[src/rtl/tfa_pkg.sv]
package tfa_pkg;

  typedef enum logic [1:0] {
    ST_DATA  = 2'd0,
    ST_CRC   = 2'd1,
    ST_DRAIN = 2'd2
  } tfa_state_e;

  // One byte step of a reflected CRC register, least significant bit first.
  function automatic logic [31:0] crc_step(input logic [31:0] cur,
                                           input logic [7:0]  din,
                                           input logic [31:0] poly_refl);
    logic [31:0] c;
    c = cur ^ {24'h0, din};
    for (int b = 0; b < 8; b++) begin
      c = c[0] ? ((c >> 1) ^ poly_refl) : (c >> 1);
    end
    return c;
  endfunction

endpackage

[src/rtl/tfa_crc32.sv]
module tfa_crc32 #(
  parameter logic [31:0] POLY_REFL = 32'hEDB88320
) (
  input  logic        clk,
  input  logic        rst_n,
  input  logic        en,
  input  logic        start,
  input  logic [7:0]  din,
  output logic [31:0] fcs
);
  import tfa_pkg::*;

  logic [31:0] crc_q, crc_d;

  always_comb begin
    crc_d = crc_q;
    if (en) crc_d = crc_step(start ? 32'hFFFF_FFFF : crc_q, din, POLY_REFL);
  end

  always_ff @(posedge clk or negedge rst_n) begin
    if (!rst_n)  crc_q <= 32'hFFFF_FFFF;
    else if (en) crc_q <= crc_d;
  end

  assign fcs = ~crc_q;
endmodule

[src/rtl/tfa_route.sv]
module tfa_route #(
  parameter int W      = 8,
  parameter int NPORTS = 2,
  localparam int SEL_W = (NPORTS > 1) ? $clog2(NPORTS) : 1
) (
  input  logic                       s_valid,
  input  logic [W-1:0]               s_data,
  input  logic                       s_last,
  input  logic [SEL_W-1:0]           s_sel,
  input  logic                       s_drop,
  output logic                       s_ready,
  output logic [NPORTS-1:0]          m_valid,
  output logic [NPORTS-1:0][W-1:0]   m_data,
  output logic [NPORTS-1:0]          m_last,
  input  logic [NPORTS-1:0]          m_ready
);
  for (genvar p = 0; p < NPORTS; p++) begin : g_port
    assign m_valid[p] = s_valid && !s_drop && (s_sel == SEL_W'(p));
    assign m_data[p]  = s_data;
    assign m_last[p]  = s_last;
  end

  assign s_ready = s_drop ? 1'b1 : m_ready[s_sel];
endmodule

[src/rtl/tx_frame_asm.sv]
module tx_frame_asm #(
  parameter int MAX_BYTES = 1540,
  parameter int CRC_BYTES = 4,
  parameter int MAC_BYTES = 6,
  parameter int SA_FIRST  = 6,
  localparam int CNT_W    = $clog2(MAX_BYTES + 1),
  localparam int CIDX_W   = $clog2(CRC_BYTES),
  localparam int MAC_W    = MAC_BYTES * 8
) (
  input  logic             clk,
  input  logic             rst_n,
  input  logic             in_valid,
  input  logic [7:0]       in_data,
  input  logic             in_last,
  output logic             in_ready,
  input  logic [MAC_W-1:0] mac_addr,
  input  logic             cfg_no_sa_ins,
  input  logic             cfg_no_crc,
  input  logic             cfg_crc16,
  input  logic [1:0]       cfg_loop_mode,
  input  logic             cmd_no_crc,
  output logic             tx_valid,
  output logic [7:0]       tx_data,
  output logic             tx_last,
  input  logic             tx_ready,
  output logic             lb_valid,
  output logic [7:0]       lb_data,
  output logic             lb_last,
  input  logic             lb_ready,
  output logic             err_crc_sel,
  output logic             err_oversize
);
  import tfa_pkg::*;

  localparam logic [CNT_W-1:0] LIM_CRC_M1 = CNT_W'(MAX_BYTES - CRC_BYTES - 1);
  localparam logic [CNT_W-1:0] LIM_RAW_M1 = CNT_W'(MAX_BYTES - 1);
  localparam logic [CIDX_W-1:0] CIDX_LAST = CIDX_W'(CRC_BYTES - 1);

  // ---------------- state registers ----------------
  tfa_state_e        state_q, state_d;
  logic [CNT_W-1:0]  cnt_q, cnt_d;
  logic [CIDX_W-1:0] cidx_q, cidx_d;
  logic              trunc_q, trunc_d;
  logic [1:0]        lat_mode_q;
  logic              lat_nosa_q, lat_crc_en_q, lat_drop_q, lat_crc16_q;
  logic              err_ovr_q, err_ovr_d, err_sel_q, err_sel_d;

  // ---------------- effective per-frame configuration ----------------
  logic       first;
  logic       live_crc_en, live_drop;
  logic [1:0] e_mode;
  logic       e_nosa, e_crc_en, e_drop, e_crc16;

  assign first       = (state_q == ST_DATA) && (cnt_q == '0);
  assign live_drop   = cfg_loop_mode[1] | cfg_crc16;
  assign live_crc_en = !cfg_no_crc && !cmd_no_crc && (cfg_loop_mode == 2'd0) && !cfg_crc16;

  assign e_mode   = first ? cfg_loop_mode : lat_mode_q;
  assign e_nosa   = first ? cfg_no_sa_ins : lat_nosa_q;
  assign e_crc_en = first ? live_crc_en   : lat_crc_en_q;
  assign e_drop   = first ? live_drop     : lat_drop_q;
  assign e_crc16  = first ? cfg_crc16     : lat_crc16_q;

  logic at_limit;
  assign at_limit = (cnt_q == (e_crc_en ? LIM_CRC_M1 : LIM_RAW_M1));

  // ---------------- source address substitution ----------------
  logic [7:0] data_byte;
  always_comb begin
    data_byte = in_data;
    for (int k = 0; k < MAC_BYTES; k++) begin
      if (!e_nosa && (cnt_q == CNT_W'(SA_FIRST + k)))
        data_byte = mac_addr[(MAC_BYTES - 1 - k) * 8 +: 8];
    end
  end

  // ---------------- CRC ----------------
  logic        in_hs, crc_en;
  logic [31:0] fcs;
  logic [7:0]  fcs_byte;

  tfa_crc32 u_crc (
    .clk   (clk),
    .rst_n (rst_n),
    .en    (crc_en),
    .start (first),
    .din   (data_byte),
    .fcs   (fcs)
  );

  assign fcs_byte = fcs[(CRC_BYTES - 1 - int'(cidx_q)) * 8 +: 8];

  // ---------------- output stream and router ----------------
  logic       s_valid, s_last, s_drop, s_ready;
  logic [7:0] s_data;
  logic [1:0] s_mode;
  logic [1:0]       m_valid, m_last;
  logic [1:0][7:0]  m_data;

  always_comb begin
    s_valid  = 1'b0;
    s_data   = data_byte;
    s_last   = 1'b0;
    s_mode   = e_mode;
    s_drop   = e_drop;
    in_ready = 1'b0;
    unique case (state_q)
      ST_DATA: begin
        s_valid  = in_valid;
        s_last   = (in_last || at_limit) && !e_crc_en;
        in_ready = s_ready;
      end
      ST_CRC: begin
        s_valid = 1'b1;
        s_data  = fcs_byte;
        s_last  = (cidx_q == CIDX_LAST);
        s_mode  = lat_mode_q;
        s_drop  = 1'b0;
      end
      default: begin
        s_drop   = 1'b1;
        in_ready = 1'b1;
      end
    endcase
  end

  tfa_route #(.W(8), .NPORTS(2)) u_route (
    .s_valid (s_valid),
    .s_data  (s_data),
    .s_last  (s_last),
    .s_sel   (s_mode[0]),
    .s_drop  (s_drop),
    .s_ready (s_ready),
    .m_valid (m_valid),
    .m_data  (m_data),
    .m_last  (m_last),
    .m_ready ({lb_ready, tx_ready})
  );

  assign tx_valid = m_valid[0];
  assign tx_data  = m_data[0];
  assign tx_last  = m_last[0];
  assign lb_valid = m_valid[1];
  assign lb_data  = m_data[1];
  assign lb_last  = m_last[1];

  assign in_hs  = in_valid && in_ready;
  assign crc_en = in_hs && (state_q == ST_DATA);

  // ---------------- next state ----------------
  logic latch_en;
  assign latch_en = in_hs && first;

  always_comb begin
    state_d   = state_q;
    cnt_d     = cnt_q;
    cidx_d    = cidx_q;
    trunc_d   = trunc_q;
    err_ovr_d = 1'b0;
    err_sel_d = 1'b0;
    unique case (state_q)
      ST_DATA: begin
        if (in_hs) begin
          if (in_last || at_limit) begin
            cnt_d   = '0;
            trunc_d = !in_last;
            if (e_crc_en) begin
              state_d = ST_CRC;
              cidx_d  = '0;
            end else if (!in_last) begin
              state_d = ST_DRAIN;
            end else begin
              err_sel_d = e_crc16;
            end
          end else begin
            cnt_d = cnt_q + 1'b1;
          end
        end
      end
      ST_CRC: begin
        if (s_ready) begin
          cidx_d = cidx_q + 1'b1;
          if (cidx_q == CIDX_LAST) state_d = trunc_q ? ST_DRAIN : ST_DATA;
        end
      end
      default: begin
        if (in_hs && in_last) begin
          state_d   = ST_DATA;
          err_ovr_d = 1'b1;
          err_sel_d = lat_crc16_q;
        end
      end
    endcase
  end

  // ---------------- registers ----------------
  always_ff @(posedge clk or negedge rst_n) begin
    if (!rst_n) begin
      state_q   <= ST_DATA;
      cnt_q     <= '0;
      cidx_q    <= '0;
      trunc_q   <= 1'b0;
      err_ovr_q <= 1'b0;
      err_sel_q <= 1'b0;
    end else begin
      state_q   <= state_d;
      cnt_q     <= cnt_d;
      cidx_q    <= cidx_d;
      trunc_q   <= trunc_d;
      err_ovr_q <= err_ovr_d;
      err_sel_q <= err_sel_d;
    end
  end

  always_ff @(posedge clk or negedge rst_n) begin
    if (!rst_n) begin
      lat_mode_q   <= 2'd0;
      lat_nosa_q   <= 1'b0;
      lat_crc_en_q <= 1'b0;
      lat_drop_q   <= 1'b0;
      lat_crc16_q  <= 1'b0;
    end else if (latch_en) begin
      lat_mode_q   <= cfg_loop_mode;
      lat_nosa_q   <= cfg_no_sa_ins;
      lat_crc_en_q <= live_crc_en;
      lat_drop_q   <= live_drop;
      lat_crc16_q  <= cfg_crc16;
    end
  end

  assign err_crc_sel  = err_sel_q;
  assign err_oversize = err_ovr_q;

  // ---------------- assertions ----------------
  // a CRC byte stalled by the sink is held unchanged
  p_crc_hold_r9: assert property (@(posedge clk) disable iff (!rst_n)
    (state_q == ST_CRC && tx_valid && !tx_ready) |=>
      (tx_valid && $stable(tx_data) && $stable(tx_last)));

  // CRC phase only for a CRC-enabled frame routed to the tx port
  p_crc_route_r4: assert property (@(posedge clk) disable iff (!rst_n)
    (state_q == ST_CRC) |-> (lat_crc_en_q && lat_mode_q == 2'd0 && !lb_valid));

  // while draining, input is taken and nothing is emitted
  p_drain_quiet_r8: assert property (@(posedge clk) disable iff (!rst_n)
    (state_q == ST_DRAIN) |-> (in_ready && !tx_valid && !lb_valid));

  // oversize strobe lasts one cycle
  p_ovr_pulse_r8: assert property (@(posedge clk) disable iff (!rst_n)
    err_oversize |=> !err_oversize);

  // CRC-16 strobe lasts one cycle
  p_sel_pulse_r6: assert property (@(posedge clk) disable iff (!rst_n)
    err_crc_sel |=> !err_crc_sel);

  // a dropped frame in progress emits nothing
  p_drop_quiet_r5: assert property (@(posedge clk) disable iff (!rst_n)
    (state_q == ST_DATA && cnt_q != '0 && lat_drop_q) |-> (!tx_valid && !lb_valid));

  // byte counter stays within the limit
  p_cnt_limit_r7: assert property (@(posedge clk) disable iff (!rst_n)
    cnt_q <= LIM_RAW_M1);
endmodule

[config.mk]
export PLATFORM = sky130hd
export DESIGN_NAME = tx_frame_asm
export DESIGN_NICKNAME = d
export VERILOG_FILES = /design/src/rtl/tfa_pkg.sv /design/src/rtl/tfa_crc32.sv /design/src/rtl/tfa_route.sv /design/src/rtl/tx_frame_asm.sv
export SDC_FILE = /design/constraint.sdc
export NUM_CORES = 1
export LEC_CHECK = 0
export BUFFER_PORTS_ARGS = -buffer_cell sky130_fd_sc_hd__buf_4
export CELL_PAD_IN_SITES_DETAIL_PLACEMENT = 1
export CELL_PAD_IN_SITES_GLOBAL_PLACEMENT = 2
export CORE_UTILIZATION = 34
export DETAILED_ROUTE_END_ITERATION = 16
export HOLD_SLACK_MARGIN = 0.15
export PLACE_DENSITY = 0.88
export SLEW_MARGIN = 40
export SYNTH_ARGS = -nofsm -noshare
export SYNTH_HDL_FRONTEND = slang
export SYNTH_SLANG_ARGS = --single-unit
[constraint.sdc]
create_clock -name clk -period 4.6 [get_ports clk]
set_input_delay 0 -clock clk [delete_from_list [all_inputs] [get_ports clk]]
set_output_delay 0 -clock clk [all_outputs]
set_load 0.02 [all_outputs]
==> metrics, run 1 <==
Sw Pwr 2.34 mW; Starting Density 35.4%; commonest non-fill, non-tap cell in the layout buf_4; Bufs on Longest Clock Path 2; maxcap violations 0; total chip power 5.01 mW; full die area 0.0144 sq mm; status completed; CP bufs+invs 1; share of power burned in registers 20.6%; setup TNS 0 ns; slew margin rel. 48.6%; Max Transition Viols Final 0; crit-path max FO 25; Sw Ratio 46.7%; first-pass GRT wire length 24000 microns; Clk pin slew, worst setup/hold paths 0.08 ns; vias in the first global route 4464; syn_nets 601; post-synth top area share 17.7%; Residual DRC 0; fmax 259 MHz; DRT iter0 DRCs 245; fin crit period 3.86 ns; CP peak stage delay 0.62 ns; #FFs+latches synth 55; clk_skew 0.0117 ns; cell area power density 874 mW/mm^2; Largest delay share family, worst path simple AND/OR/NAND/NOR gates; total vias in the final route 4312; worst path required time 4.84 ns; CTS buffer count 5; GPL Wtd Cong 0.847; PortBufs 90; Cell variety after synth 79; latest clock arrival within the worst-skew pair 0.31 ns; setup bufs post-CTS 0; CP Cell Sequence or4_4 -> nor2_2 -> and4_1 -> buf_4 -> a211oi_1 -> a22oi_4 -> xor2_2 -> xnor3_1 -> xnor2_1 -> o21ai_1; Final period util 83.9%; Routed Antenna Nets 0; Rows 42; global route total overflow 0; RSZ-0062 raised after global routing false; crit path kind reg -> reg; initial antenna violation count 0; Final Setup Violations 0; Top Ports 91; Ant. Diodes 0; synthesized area 0.00474 sq mm; clock network fraction of design power 8.7%; Cells after Synth 528; Async SR Flop Fraction 100%; Reg2Reg Setup Slack 0.74 ns; Mean Syn Cell Area 8.97 sq um; worst slew pin tran 0.765 ns; Final Hold Fails 0; fin util 42.8%; WL final 14900 microns; Final Net Count 673; clock sinks 55; largest net degree at the start of global routing 56; Area contributors post-synth dfstp_2 (18%), dfrtp_1 (12%), xnor2_1 (6.7%); dpl hpwl 11200 microns; sequential share of the synthesized area 29.9%; post-synth top area cell dfstp_2; number of vias per cell 5.55; Synth Flop Type dfstp_2; Worst Hold Class in -> reg; First-pass DRT Iterations 4; leak pwr 2.41 nW; Root Driver clkbuf_16; crit end category flip-flop; share of layout cells above drive strength 1 30.6%; most frequent cells in the layout buf_4 (95), nand2_1 (56), o21ai_0 (51); Post-synth EDFFs 0; Worst Setup Start Kind flip-flop; synth warn 0; overall routing resource usage 21.5%; peak supply drop 0.339 mV; CP max stage cell or4_4; CTS tree yes; Chip Width 120 microns; Gate power share 70.6%; area grow syn2layout 21.1%; post-route design area 0.00573 sq mm; drt wl/cell 19.2 microns; Post-DP Area 0.00548 sq mm; core area 0.0134 sq mm; Pint 2.67 mW; htree depth 2; Arr. time, crit path 4.11 ns; Die H 120 microns
path summary, 6_finish.rpt:
path / startpoint / end / cells after the start
setup / recovery: cnt_q[7] / u_crc.crc_q[22] / 10
hold / removal: mac_addr[7] / u_crc.crc_q[9] / 4
setup reg to reg: cnt_q[7] / u_crc.crc_q[22] / 10
hold reg to reg: u_crc.crc_q[16] / u_crc.crc_q[16] / 2
max in group asynchronous: rst_n / err_oversize / 2
min in group asynchronous: rst_n / cidx_q[0] / 2
per-stage QoR:
stage | hold WS, ns | setup slack [ns] | cells
2_1_floorplan | -0.296 | 1.24 | 528
3_3_place_gp | 0.119 | 0.937 | 760
3_5_place_dp | 0.123 | 0.750 | 760
4_1_cts | 0.232 | 0.719 | 777
5_1_grt | 0.278 | 0.473 | 777
6_report | 0.231 | 0.739 | 777
what timing repair did:
action	in CTS	in global routing
endpoints found under the hold margin	33	0
hold buffers	9	0
gates resized for setup	0	0
worst min-delay path, delay by kind of cell:
family,cells,cell delay [ns]
AOI/OAI and AO/OA,1,0.08
xor gates and xnor gates,1,0.20
buffers and inverters,1,0.09
muxes,1,0.17
layer usage:
| metal | routed length [microns] | track usage (%) |
|---|---|---|
| met1 | 6860 | 28.6 |
| met2 | 7090 | 35.8 |
| met3 | 702 | 3.33 |
| met4 | 251 | 5.94 |
| met5 | 0 | 0 |
Yosys cell counts (all sizes together), types with 4 or more instances:
cell type,count
a21oi,20
nand4,10
mux2,9
nor2,51
xnor2,39
o2111ai,4
o22ai,14
o21ai,62
nor4,5
o211ai,6
clkbuf,19
dfrtp,23
xor2,20
mux2i,7
and2,5
and3,7
dfstp,32
a221oi,5
nand2,58
nor3,5
buf,21
ha,5
a21o,8
inv,8
xnor3,6
mux4,8
nand2b,4
nor2b,8
nand3,11
or3,5
final cells by class:
type	count	area (sq um)
Fill cell	1578	7670
Multi-Input combinational cell	425	3080
Sequential cell	55	1420
Timing Repair Buffer	105	823
Tap cell	176	220
Clock buffer	6	150
Inverter	8	30.0
Clock inverter	2	16.3
flip-flops by register name, indices dropped and copies added, names as in the netlist:
signal,count
cidx_q,2
cnt_q,11
err_crc_sel,1
err_oversize,1
lat_crc16_q,1
lat_crc_en_q,1
lat_drop_q,1
lat_mode_q,1
lat_nosa_q,1
state_q,2
trunc_q,1
u_crc.crc_q,32
kinds of logic (layout without fill, tap and decap cells):
family,Yosys count,count (layout),share of synthesized area [%]
AO/OA/AOI/OAI,146,146,19.8
buffers and inverters,48,121,5.12
multiplexers,24,24,7.50
AND/OR/NAND/NOR,183,183,20.2
adder cells (fa/ha/maj),5,5,1.32
flip-flops,55,55,29.9
XOR/XNOR,67,67,16.1
power groups by stage:
stage / clock, mW / combinational, mW / sequential [mW]
finish: 0.438 / 3.54 / 1.03
global route: 0.464 / 3.84 / 1.07
detailed placement: 0 / 3.50 / 1.04
global placement: 0 / 3.43 / 1.02
floorplan: 0 / 2.83 / 0.880
CTS: 0.448 / 3.54 / 1.03
No activity file was read; power rests on OpenSTA's default activity.
==> run 2: changes to the inputs <==
==> constraint.sdc (replaced) <==
create_clock -name clk -period 3.7 [get_ports clk]
set_input_delay 0 -clock clk [delete_from_list [all_inputs] [get_ports clk]]
set_output_delay 0 -clock clk [all_outputs]
set_load 0.02 [all_outputs]
==> run 2 against run 1 <==
Effect of this change:
- utilization grew 1.3 points
- critical endpoint is now u_crc.crc_q[21]
- first-iteration DRC count shrank 4.5%
- clock skew about the same
- non-clock buffer count is 24 higher
- via count up 1.9%
- register-to-register slack worse by 0.55 ns
- critical path type unchanged
==> metrics, run 2 (synthesis gave the netlist of run 1 again) <==
leak pwr 2.53 nW; number of vias per cell 5.49; CP Cell Sequence inv_1 -> ha_1 -> or2_2 -> and2_1 -> o21a_1 -> o211ai_1 -> mux2_4 -> and2_4 -> or4b_1 -> a311o_1 -> nand3_1; core area 0.0134 sq mm; fin crit period 3.51 ns; crit path kind reg -> reg; Residual DRC 0; htree depth 2; post-route design area 0.00590 sq mm; overall routing resource usage 22.5%; CTS tree yes; maxcap violations 0; latest clock arrival within the worst-skew pair 0.31 ns; most frequent cells in the layout buf_4 (119), nand2_1 (56), o21ai_0 (51); Arr. time, crit path 3.77 ns; worst slack, placed 0.186 ns; area grow syn2layout 24.6%; Final period util 95.0%; drt wl/cell 19.4 microns; Chip Width 120 microns; fmax 285 MHz; fin util 44.1%; CTS buffer count 5; Max Transition Viols Final 0; Ant. Diodes 0; vias in the first global route 4697; max reg flops 32; Bufs on Longest Clock Path 2; Largest delay share family, worst path simple AND/OR/NAND/NOR gates; total vias in the final route 4395; largest net degree at the start of global routing 56; clock sinks 55; Setup WS post-layout 0.186 ns; RSZ-0062 raised after global routing false; Final Hold Fails 0; total chip power 6.49 mW; full die area 0.0144 sq mm; Filler Cells Inserted 1564; Top Ports 91; CP bufs+invs 1; CP peak stage delay 0.51 ns; Largest regs u_crc.crc_q x32, cnt_q x11; commonest non-fill, non-tap cell in the layout buf_4; initial antenna violation count 0; Reg2Reg Setup Slack 0.19 ns; First-pass DRT Iterations 4; Final Setup Violations 0; Top reg by flops u_crc.crc_q; share of layout cells above drive strength 1 33.6%; GPL Wtd Cong 0.854; PortBufs 90; Worst Hold Class in -> reg; crit end category flip-flop; first-pass GRT wire length 25100 microns; dpl hpwl 12100 microns; status completed; Routed Antenna Nets 0; Die H 120 microns; clk_skew 0.0117 ns; worst slew pin tran 0.725 ns; setup TNS 0 ns; WL final 15500 microns; Final Net Count 697; global route total overflow 0; Root Driver clkbuf_16; worst path required time 3.96 ns; Starting Density 35.4%; peak supply drop 0.407 mV; DRT iter0 DRCs 234; CP max stage cell or4b_1; Post-DP Area 0.00564 sq mm; Worst Setup Start Kind flip-flop; crit-path max FO 8; cell area power density 1100 mW/mm^2; slew margin rel. 51.6%; Clk pin slew, worst setup/hold paths 0.08 ns; Rows 42
run 2: worst paths after layout:
kind	end	cells past startpoint	start
setup reg to reg	u_crc.crc_q[21]	11	cnt_q[0]
setup / recovery	u_crc.crc_q[21]	11	cnt_q[0]
max in group asynchronous	cnt_q[9]	2	rst_n
min in group asynchronous	lat_mode_q[0]	2	rst_n
hold / removal	u_crc.crc_q[9]	4	mac_addr[7]
hold reg to reg	u_crc.crc_q[12]	2	u_crc.crc_q[12]
run 2: tightest hold or removal path: cells and delay by family:
family / cells / cell delay, ns
xor gates and xnor gates: 1 / 0.22
muxes: 1 / 0.18
AOI/OAI and AO/OA: 1 / 0.10
buffers and inverters: 1 / 0.09
run 2: metrics by stage:
step	hold WS, ns	instances
3_3_place_gp	0.112	783
6_report	0.290	801
4_1_cts	0.282	800
3_5_place_dp	0.121	783
5_1_grt	0.298	801
2_1_floorplan	-0.296	528
run 2: metal layers:
metal	share of wire, %	vias up	wire (microns)	GRT usage [%]
met1	44	2194	6790	29.0
met4	1.1	0	172	5.23
met3	4.7	13	735	3.61
met2	50	96	7830	39.3
li1	-	2092	-	-
met5	0	-	0	0
run 2: area by class of cell:
type / instances / area [sq um] / share of cell area (%)
inverter: 8 / 30.0 / 0.509
multi-input combinational: 425 / 3090 / 52.3
clock buffer: 5 / 125 / 2.12
sequential: 55 / 1420 / 24.0
clock inverter: 3 / 22.5 / 0.381
tap: 176 / 220 / 3.73
timing repair buffer: 129 / 1000 / 17.0
run 2: power by group:
group / switching [mW] / internal [mW]
Combinational: 2.42 / 2.32
Clock: 0.243 / 0.256
Sequential: 0.303 / 0.944
Total: 2.97 / 3.52
run 2: timing repair:
item                                    CTS  global route
endpoints found under the hold margin    33             0
endpoints found under the setup margin    0             6
hold buffers                              9             0
resized for setup                         0             3
setup buffers                             0             1
==> run 3: changes to the inputs <==
==> constraint.sdc (replaced) <==
create_clock -name clk -period 3.7 [get_ports clk]
set_input_delay 0.74 -clock clk [delete_from_list [all_inputs] [get_ports clk]]
set_output_delay 0.74 -clock clk [all_outputs]
set_load 0.02 [all_outputs]
==> run 3 against run 2 <==
Effect of this change:
- combinational power up 3%
- largest power group unchanged
- die area stayed put
- register-to-register slack barely moved
- sequential power hardly changed
- via count is 2.4% higher
- clock skew shrank 0.0031 ns
- global-route usage grew 0.31 points
==> metrics, run 3 (synthesis gave the netlist of run 1 again) <==
Sw Pwr 3.03 mW; Final Hold Fails 0; overall routing resource usage 22.9%; CTS buffer count 5; vias in the first global route 4811; Residual DRC 0; full die area 0.0144 sq mm; Top Ports 91; Gate power share 73.4%; status completed; Pint 3.59 mW; Starting Density 35.4%; clock sinks 55; r2r startpoint cnt_q[7]; most frequent cells in the layout buf_4 (129), nand2_1 (56), o21ai_0 (50); worst slew pin tran 0.748 ns; drt wl/cell 19.6 microns; worst path required time 2.96 ns; total chip power 6.63 mW; Clk pin slew, worst setup/hold paths 0.08 ns; share of power burned in registers 18.9%; GPL Wtd Cong 0.876; Placed Cells 786; peak supply drop 0.473 mV; DRT iter0 DRCs 170; cell area power density 1110 mW/mm^2; CTS tree yes; Worst Hold Class in -> async; max reg flops 32; total vias in the final route 4501; global route total overflow 0; RSZ-0062 raised after global routing true; Bufs on Longest Clock Path 2; Worst Setup SP cnt_q[7]; Die H 120 microns; Top reg by flops u_crc.crc_q; fmax 279 MHz; WHS 0.477 ns; Rows 42; largest net degree at the start of global routing 56; Largest regs u_crc.crc_q x32, cnt_q x11; crit end category output port; htree depth 2; share of layout cells above drive strength 1 37.5%; crit path kind reg -> out; First-pass DRT Iterations 4; Sw Ratio 45.8%; clock network fraction of design power 7.6%; maxcap violations 0; area grow syn2layout 26.3%; Max Transition Viols Final 0; Final Non-Filler Cells 803; # hold bufs at CTS 0; leak pwr 2.54 nW; clk_skew 0.00857 ns; WL final 15800 microns; core area 0.0134 sq mm; fin crit period 3.59 ns; Root Driver clkbuf_16; latest clock arrival within the worst-skew pair 0.31 ns; Final Net Count 699; Routed Antenna Nets 0; Final Setup Violations 0; slew margin rel. 50.1%; R2R depth 10; initial antenna violation count 0; Filler Cells Inserted 1584; Ant. Diodes 0; Worst Setup Start Kind flip-flop; commonest non-fill, non-tap cell in the layout buf_4; Chip Width 120 microns; PortBufs 90; first-pass GRT wire length 25500 microns; number of vias per cell 5.61; dpl hpwl 11900 microns; Arr. time, crit path 2.85 ns; crit-path max FO 5; Final period util 96.9%
-- run 3: changes by cell type in the layout (fill, tap and decap cells not counted), sizes merged --
cell / delta
buf: +11
clkinv: -1
clkinvlp: +1
dlygate4sd3: -9
-- run 3: metal layers --
| layer | part of all wire, % | wire [microns] | vias up | GRT usage [%] |
|---|---|---|---|---|
| li1 | - | - | 2095 | - |
| met3 | 3.7 | 583 | 22 | 3.33 |
| met5 | 0 | 0 | - | 0 |
| met1 | 45 | 7130 | 2264 | 29.2 |
| met4 | 1.8 | 289 | 0 | 7.27 |
| met2 | 49 | 7770 | 120 | 39.4 |
-- run 3: stage by stage --
| step | cell area [sq um] | util, % | worst slack (ns) | TNS, ns |
|---|---|---|---|---|
| 3_3_place_gp | 5660 | 42.3 | 0.203 | 0 |
| 6_report | 5980 | 44.6 | 0.113 | 0 |
| 2_1_floorplan | 4740 | - | 0.00175 | 0 |
| 5_1_grt | 5980 | 44.6 | -0.0622 | -0.0920 |
| 4_1_cts | 5840 | 43.6 | 0.0184 | 0 |
| 3_5_place_dp | 5660 | 42.3 | 0.141 | 0 |
-- run 3: repair_timing --
action | 4_1_cts | 5_1_grt
setup buffers | 2 | 7
resized for setup | 4 | 21
cloned | 0 | 0
hold endpoints to repair | 0 | 0
endpoints found under the setup margin | 5 | 10
pin swaps | 2 | 6
-- run 3: layout make-up --
type / count / area (sq um) / area share (%)
multi-input combinational: 425 / 3180 / 53.1
sequential: 55 / 1420 / 23.7
inverter: 8 / 30.0 / 0.502
clock buffer: 5 / 125 / 2.09
clock inverter: 3 / 22.5 / 0.376
tap: 176 / 220 / 3.68
timing repair buffer: 131 / 991 / 16.6
-- run 3: path summary, 6_finish.rpt --
path                       slack (ns)               to
min                              0.48      lat_crc16_q
min reg2reg                      0.48   u_crc.crc_q[8]
min in group clk                 0.48   u_crc.crc_q[8]
max in group asynchronous        2.69         cnt_q[1]
max reg2reg                      0.18  u_crc.crc_q[18]
max                              0.11         in_ready
-- run 3: worst max-delay path, cell delays in order, from the launching register on --
cell	delay, ns
dfrtp_1	0.42
or4_4	0.62
nor2_4	0.11
and4_4	0.30
mux2i_4	0.28
mux2i_2	0.29
nand2_1	0.13
a21o_1	0.22
buf_4	0.16
-- run 3: power groups by stage --
stage	clock network (mW)	logic, mW	registers [mW]
floorplan	0	3.52	1.09
global placement	0	4.58	1.23
detailed placement	0	4.72	1.25
CTS	0.527	4.77	1.24
global route	0.545	5.23	1.29
finish	0.506	4.87	1.26
